--- config.mk ---
export PLATFORM = sky130hd
export DESIGN_NAME = flash_cmd_ui
export DESIGN_NICKNAME = d
export VERILOG_FILES = /design/src/rtl/flash_cmd_pkg.sv /design/src/rtl/fcu_sequencer.sv /design/src/rtl/fcu_status_reg.sv /design/src/rtl/fcu_cell_array.sv /design/src/rtl/flash_cmd_ui.sv
export SDC_FILE = /design/constraint.sdc
export NUM_CORES = 2
export LEC_CHECK = 0
export ABC_CLOCK_PERIOD_IN_PS = 3600
export BUFFER_PORTS_ARGS = -buffer_cell sky130_fd_sc_hd__buf_2
export CAP_MARGIN = 20
export CORE_ASPECT_RATIO = 0.8
export CORE_MARGIN = 2
export CORE_UTILIZATION = 49
export CTS_BUF_LIST = sky130_fd_sc_hd__clkbuf_16
export CTS_CLUSTER_DIAMETER = 40
export DETAILED_ROUTE_END_ITERATION = 7
export PLACE_DENSITY = 0.67
export SLEW_MARGIN = 20
export SYNTH_ARGS = -nofsm -noshare
export SYNTH_HDL_FRONTEND = slang
export SYNTH_SLANG_ARGS = --single-unit
--- constraint.sdc ---
create_clock -name clk -period 3.6 [get_ports clk]
set_input_delay 0.72 -clock clk [delete_from_list [all_inputs] [get_ports clk]]
set_output_delay 0.72 -clock clk [all_outputs]
set_load 0.1 [all_outputs]
--- src/rtl/flash_cmd_pkg.sv ---
`timescale 1ns/1ps
// Package: shared command codes, read modes, sequencer states and the
// operation / error pulse records passed between the decoder sub-blocks.
package flash_cmd_pkg;

    localparam logic [15:0] CMD_READ_ARRAY  = 16'h00FF;
    localparam logic [15:0] CMD_READ_STATUS = 16'h0070;
    localparam logic [15:0] CMD_CLEAR_ERR   = 16'h0050;
    localparam logic [15:0] CMD_READ_LOCKS  = 16'h0090;
    localparam logic [15:0] CMD_ERASE_SETUP = 16'h0020;
    localparam logic [15:0] CMD_PROG_SETUP  = 16'h0040;
    localparam logic [15:0] CMD_LOCK_SETUP  = 16'h0060;
    localparam logic [15:0] CMD_CONFIRM     = 16'h00D0;
    localparam logic [15:0] CMD_LOCK_SET    = 16'h0001;

    typedef enum logic [1:0] {
        MODE_ARRAY  = 2'd0,
        MODE_STATUS = 2'd1,
        MODE_LOCKS  = 2'd2
    } read_mode_e;

    typedef enum logic [2:0] {
        SEQ_IDLE      = 3'd0,
        SEQ_ERASE_ARM = 3'd1,
        SEQ_PROG_ARM  = 3'd2,
        SEQ_LOCK_ARM  = 3'd3,
        SEQ_BUSY      = 3'd4
    } seq_state_e;

    // One-cycle operation pulses applied to the cell array.
    typedef struct packed {
        logic erase;
        logic prog;
        logic lock_set;
        logic lock_clr;
    } op_t;

    // One-cycle error-set pulses applied to the status register.
    typedef struct packed {
        logic erase;
        logic prog;
        logic prot;
    } err_t;

endpackage

--- src/rtl/fcu_sequencer.sv ---
`timescale 1ns/1ps
// Module: fcu_sequencer
// Decodes bus writes into read-mode changes and array operations, runs the
// two-write setup/confirm handshake and times the busy window.
// Assumes: sec_locked_i / would_set_i describe the addressed sector and cell
// in the same cycle as the write; ERASE_CYCLES and PROG_CYCLES are >= 1.
module fcu_sequencer
    import flash_cmd_pkg::*;
#(
    parameter int ERASE_CYCLES = 24,
    parameter int PROG_CYCLES  = 5
) (
    input  logic        clk,
    input  logic        rst_n,
    input  logic        wr_en_i,
    input  logic [15:0] wr_data_i,
    input  logic        sec_locked_i,
    input  logic        would_set_i,
    output read_mode_e  mode_o,
    output logic        ready_o,
    output op_t         op_o,
    output err_t        err_set_o,
    output logic        err_clr_o
);
    localparam int CNT_MAX = (ERASE_CYCLES > PROG_CYCLES) ? ERASE_CYCLES : PROG_CYCLES;
    localparam int CNT_W   = $clog2(CNT_MAX + 1);
    localparam logic [CNT_W-1:0] ERASE_LOAD = CNT_W'(ERASE_CYCLES - 1);
    localparam logic [CNT_W-1:0] PROG_LOAD  = CNT_W'(PROG_CYCLES - 1);

    seq_state_e       state_q, state_d;
    read_mode_e       mode_q, mode_d;
    logic [CNT_W-1:0] cnt_q, cnt_d;

    // Next-state decode of the command stream and busy countdown.
    always_comb begin
        state_d   = state_q;
        mode_d    = mode_q;
        cnt_d     = cnt_q;
        op_o      = '0;
        err_set_o = '0;
        err_clr_o = 1'b0;
        unique case (state_q)
            SEQ_BUSY: begin
                if (cnt_q == '0) state_d = SEQ_IDLE;
                else             cnt_d   = cnt_q - 1'b1;
            end
            SEQ_IDLE: begin
                if (wr_en_i) begin
                    unique case (wr_data_i)
                        CMD_READ_ARRAY:  mode_d = MODE_ARRAY;
                        CMD_READ_STATUS: mode_d = MODE_STATUS;
                        CMD_READ_LOCKS:  mode_d = MODE_LOCKS;
                        CMD_CLEAR_ERR:   err_clr_o = 1'b1;
                        CMD_ERASE_SETUP: begin state_d = SEQ_ERASE_ARM; mode_d = MODE_STATUS; end
                        CMD_PROG_SETUP:  begin state_d = SEQ_PROG_ARM;  mode_d = MODE_STATUS; end
                        CMD_LOCK_SETUP:  begin state_d = SEQ_LOCK_ARM;  mode_d = MODE_STATUS; end
                        default: ;
                    endcase
                end
            end
            SEQ_ERASE_ARM: begin
                if (wr_en_i) begin
                    state_d = SEQ_IDLE;
                    mode_d  = MODE_STATUS;
                    if (wr_data_i != CMD_CONFIRM) begin
                        err_set_o.erase = 1'b1;
                        err_set_o.prog  = 1'b1;
                    end else if (sec_locked_i) begin
                        err_set_o.erase = 1'b1;
                        err_set_o.prot  = 1'b1;
                    end else begin
                        op_o.erase = 1'b1;
                        state_d    = SEQ_BUSY;
                        cnt_d      = ERASE_LOAD;
                    end
                end
            end
            SEQ_PROG_ARM: begin
                if (wr_en_i) begin
                    state_d = SEQ_IDLE;
                    mode_d  = MODE_STATUS;
                    if (sec_locked_i) begin
                        err_set_o.prog = 1'b1;
                        err_set_o.prot = 1'b1;
                    end else begin
                        op_o.prog      = 1'b1;
                        err_set_o.prog = would_set_i;
                        state_d        = SEQ_BUSY;
                        cnt_d          = PROG_LOAD;
                    end
                end
            end
            SEQ_LOCK_ARM: begin
                if (wr_en_i) begin
                    state_d = SEQ_IDLE;
                    mode_d  = MODE_STATUS;
                    if (wr_data_i == CMD_LOCK_SET) begin
                        op_o.lock_set = 1'b1;
                        state_d       = SEQ_BUSY;
                        cnt_d         = PROG_LOAD;
                    end else if (wr_data_i == CMD_CONFIRM) begin
                        op_o.lock_clr = 1'b1;
                        state_d       = SEQ_BUSY;
                        cnt_d         = PROG_LOAD;
                    end else begin
                        err_set_o.erase = 1'b1;
                        err_set_o.prog  = 1'b1;
                    end
                end
            end
            default: state_d = SEQ_IDLE;
        endcase
    end

    // State, read-mode and counter registers.
    always_ff @(posedge clk) begin
        if (!rst_n) begin
            state_q <= SEQ_IDLE;
            mode_q  <= MODE_ARRAY;
            cnt_q   <= '0;
        end else begin
            state_q <= state_d;
            mode_q  <= mode_d;
            cnt_q   <= cnt_d;
        end
    end

    assign mode_o  = mode_q;
    assign ready_o = (state_q != SEQ_BUSY);

    assert_one_op_R9: assert property (@(posedge clk) disable iff (!rst_n)
        $onehot0(op_o));
    assert_op_goes_busy_R9: assert property (@(posedge clk) disable iff (!rst_n)
        (op_o != '0) |=> !ready_o);
    assert_busy_ignores_writes_R9: assert property (@(posedge clk) disable iff (!rst_n)
        (wr_en_i && !ready_o) |=> $stable(mode_o));
    assert_confirm_to_status_R11: assert property (@(posedge clk) disable iff (!rst_n)
        (wr_en_i && (state_q == SEQ_ERASE_ARM || state_q == SEQ_LOCK_ARM)) |=> mode_o == MODE_STATUS);

endmodule

--- src/rtl/fcu_status_reg.sv ---
`timescale 1ns/1ps
// Module: fcu_status_reg
// Holds the three sticky error flags and assembles the status byte.
// Assumes: set and clear pulses never arrive in the same cycle.
module fcu_status_reg
    import flash_cmd_pkg::*;
(
    input  logic       clk,
    input  logic       rst_n,
    input  logic       ready_i,
    input  err_t       err_set_i,
    input  logic       err_clr_i,
    output logic [7:0] status_o
);
    err_t err_q;

    // Sticky error flags: set by pulses, cleared by the clear command.
    always_ff @(posedge clk) begin
        if (!rst_n)         err_q <= '0;
        else if (err_clr_i) err_q <= '0;
        else                err_q <= err_q | err_set_i;
    end

    assign status_o = {ready_i, 1'b0, err_q.erase, err_q.prog, 2'b00, err_q.prot, 1'b0};

    assert_clear_empties_R4: assert property (@(posedge clk) disable iff (!rst_n)
        err_clr_i |=> (status_o[5:4] == 2'b00 && !status_o[1]));

endmodule

--- src/rtl/fcu_cell_array.sv ---
`timescale 1ns/1ps
// Module: fcu_cell_array
// Behavioural halfword storage split into sectors, plus one lock bit per
// sector. Applies erase / program / lock pulses on the clock edge.
// Assumes: WORDS_PER_SECTOR is a power of two >= 2; sector indices at or
// beyond NUM_SECTORS are treated as locked and read as 0xFFFF.
module fcu_cell_array
    import flash_cmd_pkg::*;
#(
    parameter int NUM_SECTORS      = 12,
    parameter int WORDS_PER_SECTOR = 4,
    parameter int ADDR_W           = 6
) (
    input  logic                   clk,
    input  logic                   rst_n,
    input  logic [ADDR_W-1:0]      addr_i,
    input  logic [15:0]            wdata_i,
    input  op_t                    op_i,
    output logic [15:0]            rd_word_o,
    output logic [NUM_SECTORS-1:0] lock_map_o,
    output logic                   sec_locked_o,
    output logic                   would_set_o
);
    localparam int WORD_W = $clog2(WORDS_PER_SECTOR);
    localparam int SEC_W  = ADDR_W - WORD_W;

    logic [SEC_W-1:0]  sec_idx;
    logic [WORD_W-1:0] word_idx;
    logic              sec_valid;
    logic [WORDS_PER_SECTOR-1:0][15:0] sec_bus [NUM_SECTORS];

    assign sec_idx   = addr_i[ADDR_W-1:WORD_W];
    assign word_idx  = addr_i[WORD_W-1:0];
    assign sec_valid = (int'(sec_idx) < NUM_SECTORS);

    for (genvar s = 0; s < NUM_SECTORS; s++) begin : g_sector
        logic [WORDS_PER_SECTOR-1:0][15:0] words_q;
        logic                              lock_q;
        logic                              hit;

        assign hit = (sec_idx == SEC_W'(s));

        // Cell contents of one sector: erase to all ones, program by AND.
        always_ff @(posedge clk) begin
            if (!rst_n)                    words_q <= '1;
            else if (op_i.erase && hit)    words_q <= '1;
            else if (op_i.prog && hit)     words_q[word_idx] <= words_q[word_idx] & wdata_i;
        end

        // Lock bit of one sector: locked out of reset.
        always_ff @(posedge clk) begin
            if (!rst_n)                    lock_q <= 1'b1;
            else if (op_i.lock_set && hit) lock_q <= 1'b1;
            else if (op_i.lock_clr && hit) lock_q <= 1'b0;
        end

        assign sec_bus[s]    = words_q;
        assign lock_map_o[s] = lock_q;
    end

    assign rd_word_o    = sec_valid ? sec_bus[sec_idx][word_idx] : 16'hFFFF;
    assign sec_locked_o = !sec_valid || lock_map_o[sec_idx];
    assign would_set_o  = |(wdata_i & ~rd_word_o);

    assert_no_write_locked_R10: assert property (@(posedge clk) disable iff (!rst_n)
        (op_i.erase || op_i.prog) |-> !sec_locked_o);
    assert_locks_hold_R7: assert property (@(posedge clk) disable iff (!rst_n)
        !(op_i.lock_set || op_i.lock_clr) |=> $stable(lock_map_o));

endmodule

--- src/rtl/flash_cmd_ui.sv ---
`timescale 1ns/1ps
// Module: flash_cmd_ui (top)
// Flash command decoder with a synchronous write / combinational read bus.
// Connects the sequencer, status register and cell array and muxes the read
// path by the current read mode.
// Assumes: NUM_LARGE + NUM_SMALL <= 16 so the lock bitmap fits the bus.
module flash_cmd_ui
    import flash_cmd_pkg::*;
#(
    parameter int NUM_LARGE        = 8,
    parameter int NUM_SMALL        = 4,
    parameter int WORDS_PER_SECTOR = 4,
    parameter int ERASE_CYCLES     = 24,
    parameter int PROG_CYCLES      = 5,
    parameter int ADDR_W = $clog2(NUM_LARGE + NUM_SMALL) + $clog2(WORDS_PER_SECTOR)
) (
    input  logic              clk,
    input  logic              rst_n,
    input  logic              bus_wr,
    input  logic [ADDR_W-1:0] bus_addr,
    input  logic [15:0]       bus_wdata,
    output logic [15:0]       bus_rdata
);
    localparam int NUM_SECTORS = NUM_LARGE + NUM_SMALL;

    read_mode_e             mode;
    logic                   ready;
    op_t                    op;
    err_t                   err_set;
    logic                   err_clr;
    logic                   sec_locked;
    logic                   would_set;
    logic [15:0]            rd_word;
    logic [NUM_SECTORS-1:0] lock_map;
    logic [7:0]             status;

    fcu_sequencer #(
        .ERASE_CYCLES (ERASE_CYCLES),
        .PROG_CYCLES  (PROG_CYCLES)
    ) i_seq (
        .clk          (clk),
        .rst_n        (rst_n),
        .wr_en_i      (bus_wr),
        .wr_data_i    (bus_wdata),
        .sec_locked_i (sec_locked),
        .would_set_i  (would_set),
        .mode_o       (mode),
        .ready_o      (ready),
        .op_o         (op),
        .err_set_o    (err_set),
        .err_clr_o    (err_clr)
    );

    fcu_status_reg i_status (
        .clk       (clk),
        .rst_n     (rst_n),
        .ready_i   (ready),
        .err_set_i (err_set),
        .err_clr_i (err_clr),
        .status_o  (status)
    );

    fcu_cell_array #(
        .NUM_SECTORS      (NUM_SECTORS),
        .WORDS_PER_SECTOR (WORDS_PER_SECTOR),
        .ADDR_W           (ADDR_W)
    ) i_cells (
        .clk          (clk),
        .rst_n        (rst_n),
        .addr_i       (bus_addr),
        .wdata_i      (bus_wdata),
        .op_i         (op),
        .rd_word_o    (rd_word),
        .lock_map_o   (lock_map),
        .sec_locked_o (sec_locked),
        .would_set_o  (would_set)
    );

    // Read path: select array word, status byte or lock bitmap.
    always_comb begin
        unique case (mode)
            MODE_STATUS: bus_rdata = {8'h00, status};
            MODE_LOCKS:  bus_rdata = 16'(lock_map);
            default:     bus_rdata = rd_word;
        endcase
    end

    assert_status_upper_zero_R3: assert property (@(posedge clk) disable iff (!rst_n)
        (mode == MODE_STATUS) |-> (bus_rdata[15:8] == 8'h00 && bus_rdata[7] == ready));

endmodule

==> impl_metrics.env <==
export IMPL_syn_instance_count=4702
export IMPL_post_drt_via_cell_ratio=6.58
export IMPL_min_period_ns=3.66
export IMPL_ant_nets=0
export IMPL_r2r_end="i_cells.g_sector[2].words_q[46]"
export IMPL_finalSetupTns_ns=-0.245
export IMPL_worst_ep_required_time_ns=2.88
export IMPL_max_vdd_ir_drop_mv=0.385
export IMPL_status="finished, violations left"
export IMPL_arrival_ns=2.94
export IMPL_hp_start="bus_wr"
export IMPL_avgRoutedWirePerCell_um=29.9
export IMPL_syn_area_um2=41200
export IMPL_final_cell_mix="nand2_1, dfxtp_1, nand3_1"
export IMPL_finClkSkew_ns=0.0388
export IMPL_setup_violations=8
export IMPL_synth_cell_type_count=77
export IMPL_grt_start_max_net_pins=72
export IMPL_relSlewSlack_pct=37.0
export IMPL_gp_congestion=1.08
export IMPL_hold_path_class="input pin to flip-flop"
export IMPL_worst_slack_ns=-0.0550
export IMPL_met3_usage_pct=17.0
export IMPL_globalRouteMet2Util_pct=55.8
export IMPL_io_buffer_count=40
export IMPL_mostFrequentLayoutCell="nand2_1"
export IMPL_die_y_um=263
export IMPL_hold_path_cell_count=3
export IMPL_drc_errors=12
export IMPL_grt_pass1_vias=37600
export IMPL_numCtsBuffers=108
export IMPL_synthesis_nets=4731
export IMPL_rrSetupSlack_ns=0.75
export IMPL_crit_fanout=7
export IMPL_totalPowerFinal_mw=21.5
export IMPL_ff2ff_path_depth=11
export IMPL_ys_seq_area_share_pct=38.6
export IMPL_end_kind="output port"
export IMPL_start_util_pct=49.2
export IMPL_synth_ff_type="dfxtp_1"
export IMPL_violations="DRC, setup timing"
export IMPL_grt_use_met1_pct=58.8
export IMPL_setup_worst_path_start_class="input pin"
export IMPL_die_x_um=328
export IMPL_nFillCells=6965
export IMPL_cts_sinks=793
export IMPL_rsz0062_at_grt="yes"
export IMPL_cts_root_buf="clkbuf_16"
export IMPL_final_hold_viol_count=0
export IMPL_dpl_cell_area_um2=46300
export IMPL_htree_levels=3
export IMPL_cts_buffer_depth=3
export IMPL_num_rows=95
export IMPL_fmax_mhz=274
export IMPL_drive_above_1_share_pct=24.6
export IMPL_cts_clk_slew_worst_paths_ns=0.05
export IMPL_track_usage_pct=42.1
export IMPL_p_per_area_nw_per_um2=421
export IMPL_period_share_pct=102
export IMPL_dieArea_um2=86300
export IMPL_grt_pass1_wl_um=266000
export IMPL_holdPathEnd="i_status.status_o[5]"
export IMPL_synth_edf_count=0
export IMPL_dp_hpwl_um=128000
export IMPL_top_usage_layer="met1"
export IMPL_power_leakage_nw=21.8
export IMPL_core_area_um2=83600
export IMPL_antenna_found_initial=19
export IMPL_first_iter_violations=6656
export IMPL_clk_latency_ns=0.71
export IMPL_cap_violations=0
export IMPL_io_pins=41
export IMPL_timing_rr_start="i_cells.g_sector[11].lock_q"
export IMPL_num_vias=40800
export IMPL_syn2layout_area_growth_pct=24.2
export IMPL_syn_area_per_cell_um2=8.75
export IMPL_final_core_utilization_pct=61.2
export IMPL_ys_seq_elements=793
export IMPL_worstMarginPinSlew_ns=0.930
export IMPL_critical_path_class="input pin to output port"
export IMPL_nets=5024
export IMPL_wl_um=185000
export IMPL_cts_tree="done"
export IMPL_slew_viol_final=0
export IMPL_gr_total_overflow=0
export IMPL_yosys_warnings=0
export IMPL_final_area_um2=51100
export IMPL_drt_pass1_iter_count=8
export IMPL_async_flop_share_pct=0
[layer usage]
metal	part of all wire [%]	vias to the layer above	wire length, µm
li1	-	17100	-
met1	38	19500	70200
met4	6.0	18	11100
met3	17	644	32100
met2	39	3505	71800
met5	0.065	-	120
[flip-flops by register name, indices dropped and copies added (netlist names)]
| register | flops |
|---|---|
| i_seq.cnt_q | 5 |
| i_seq.state_q | 3 |
| i_seq.mode_o | 2 |
| i_status.status_o | 3 |
| i_cells.g_sector.words_q | 768 |
| i_cells.g_sector.lock_q | 12 |
[layout make-up]
class	instances	area (µm²)	area share, %
antenna	4	10.0	0.0196
sequential	793	15900	31.0
tap	1115	1400	2.73
multi-input combinational	3544	23900	46.8
clock inverter	92	868	1.70
timing repair buffer	532	6280	12.3
clock buffer	108	2700	5.29
inverter	16	60.1	0.117
[timing repair]
action / 4_1_cts / 5_1_grt
resized for setup: 118 / 46
hold buffers: 0 / 0
pin swaps: 22 / 23
buffers inserted: 18 / 30
endpoints found under the setup margin: 16 / 16
gates cloned: 3 / 7
[worst max path at each step]
stage | from | endpoint
floorplan | bus_addr[2] | bus_rdata[3]
global placement | bus_addr[2] | bus_rdata[8]
detailed placement | bus_addr[2] | bus_rdata[8]
CTS | bus_addr[2] | bus_rdata[5]
global route | bus_addr[2] | bus_rdata[13]
finish | bus_addr[2] | bus_rdata[12]
[critical path, cell delays in order]
cell and delay (ns):
clkbuf_16 0.16, buf_12 0.16, buf_4 0.13, clkbuf_16 0.13
mux4_2 0.59, a32oi_1 0.29, nand3_1 0.13, a31oi_1 0.16
buf_4 0.19, nor2_4 0.06, buf_12 0.18
[cell families (layout without fill, tap and decap cells)]
logic type      count (synthesis)  after routing  synth area share, %
compound gates                263            263                 4.38
flops                         793            793                 38.6
xor+xnor                        1              1               0.0213
other cells                     0              4                    0
fa+ha+maj                       4              4                0.122
simple gates                 2821           2821                 30.9
mux                           455            455                 21.3
buf+inv                       365            748                 4.64
[per-stage QoR]
step	std cells	hold slack [ns]	setup WS, ns
global route	6200	0.419	-0.0758
global placement	5947	0.458	-0.446
detailed placement	5947	0.472	-0.434
CTS	6165	0.361	-0.0442
finish	6204	0.373	-0.0550
floorplan	4702	0.433	-0.124
[cell usage after synthesis (13+ instances only)]
cell,n,area (µm²)
o221ai_1,13,114
buf_2,162,811
nand3_1,793,3970
clkbuf_1,95,357
nand2_2,38,238
dfxtp_1,793,15900
mux2i_1,105,1050
buf_4,46,345
inv_1,14,52.6
o21ai_0,51,255
nor3_1,15,75.1
nor2_1,53,199
nand2_1,1611,6050
mux2_2,14,158
nor2_4,41,462
mux4_2,336,7570
buf_6,19,214
buf_1,25,93.8
a221oi_1,15,131
o211ai_1,17,128
and2_1,201,1260
a21oi_1,57,285
a22oi_1,28,210
[power breakdown]
| group | total, mW | internal (mW) | leakage, nW | switching, mW |
|---|---|---|---|---|
| registers | 8.78 | 8.78 | 6.42 | 0.00000634 |
| logic | 2.01 | 0.760 | 13.6 | 1.25 |
| clock network | 10.7 | 6.22 | 1.77 | 4.51 |
| total | 21.5 | 15.8 | 21.8 | 5.76 |
Note: power is estimated with default switching activity, not from simulation.
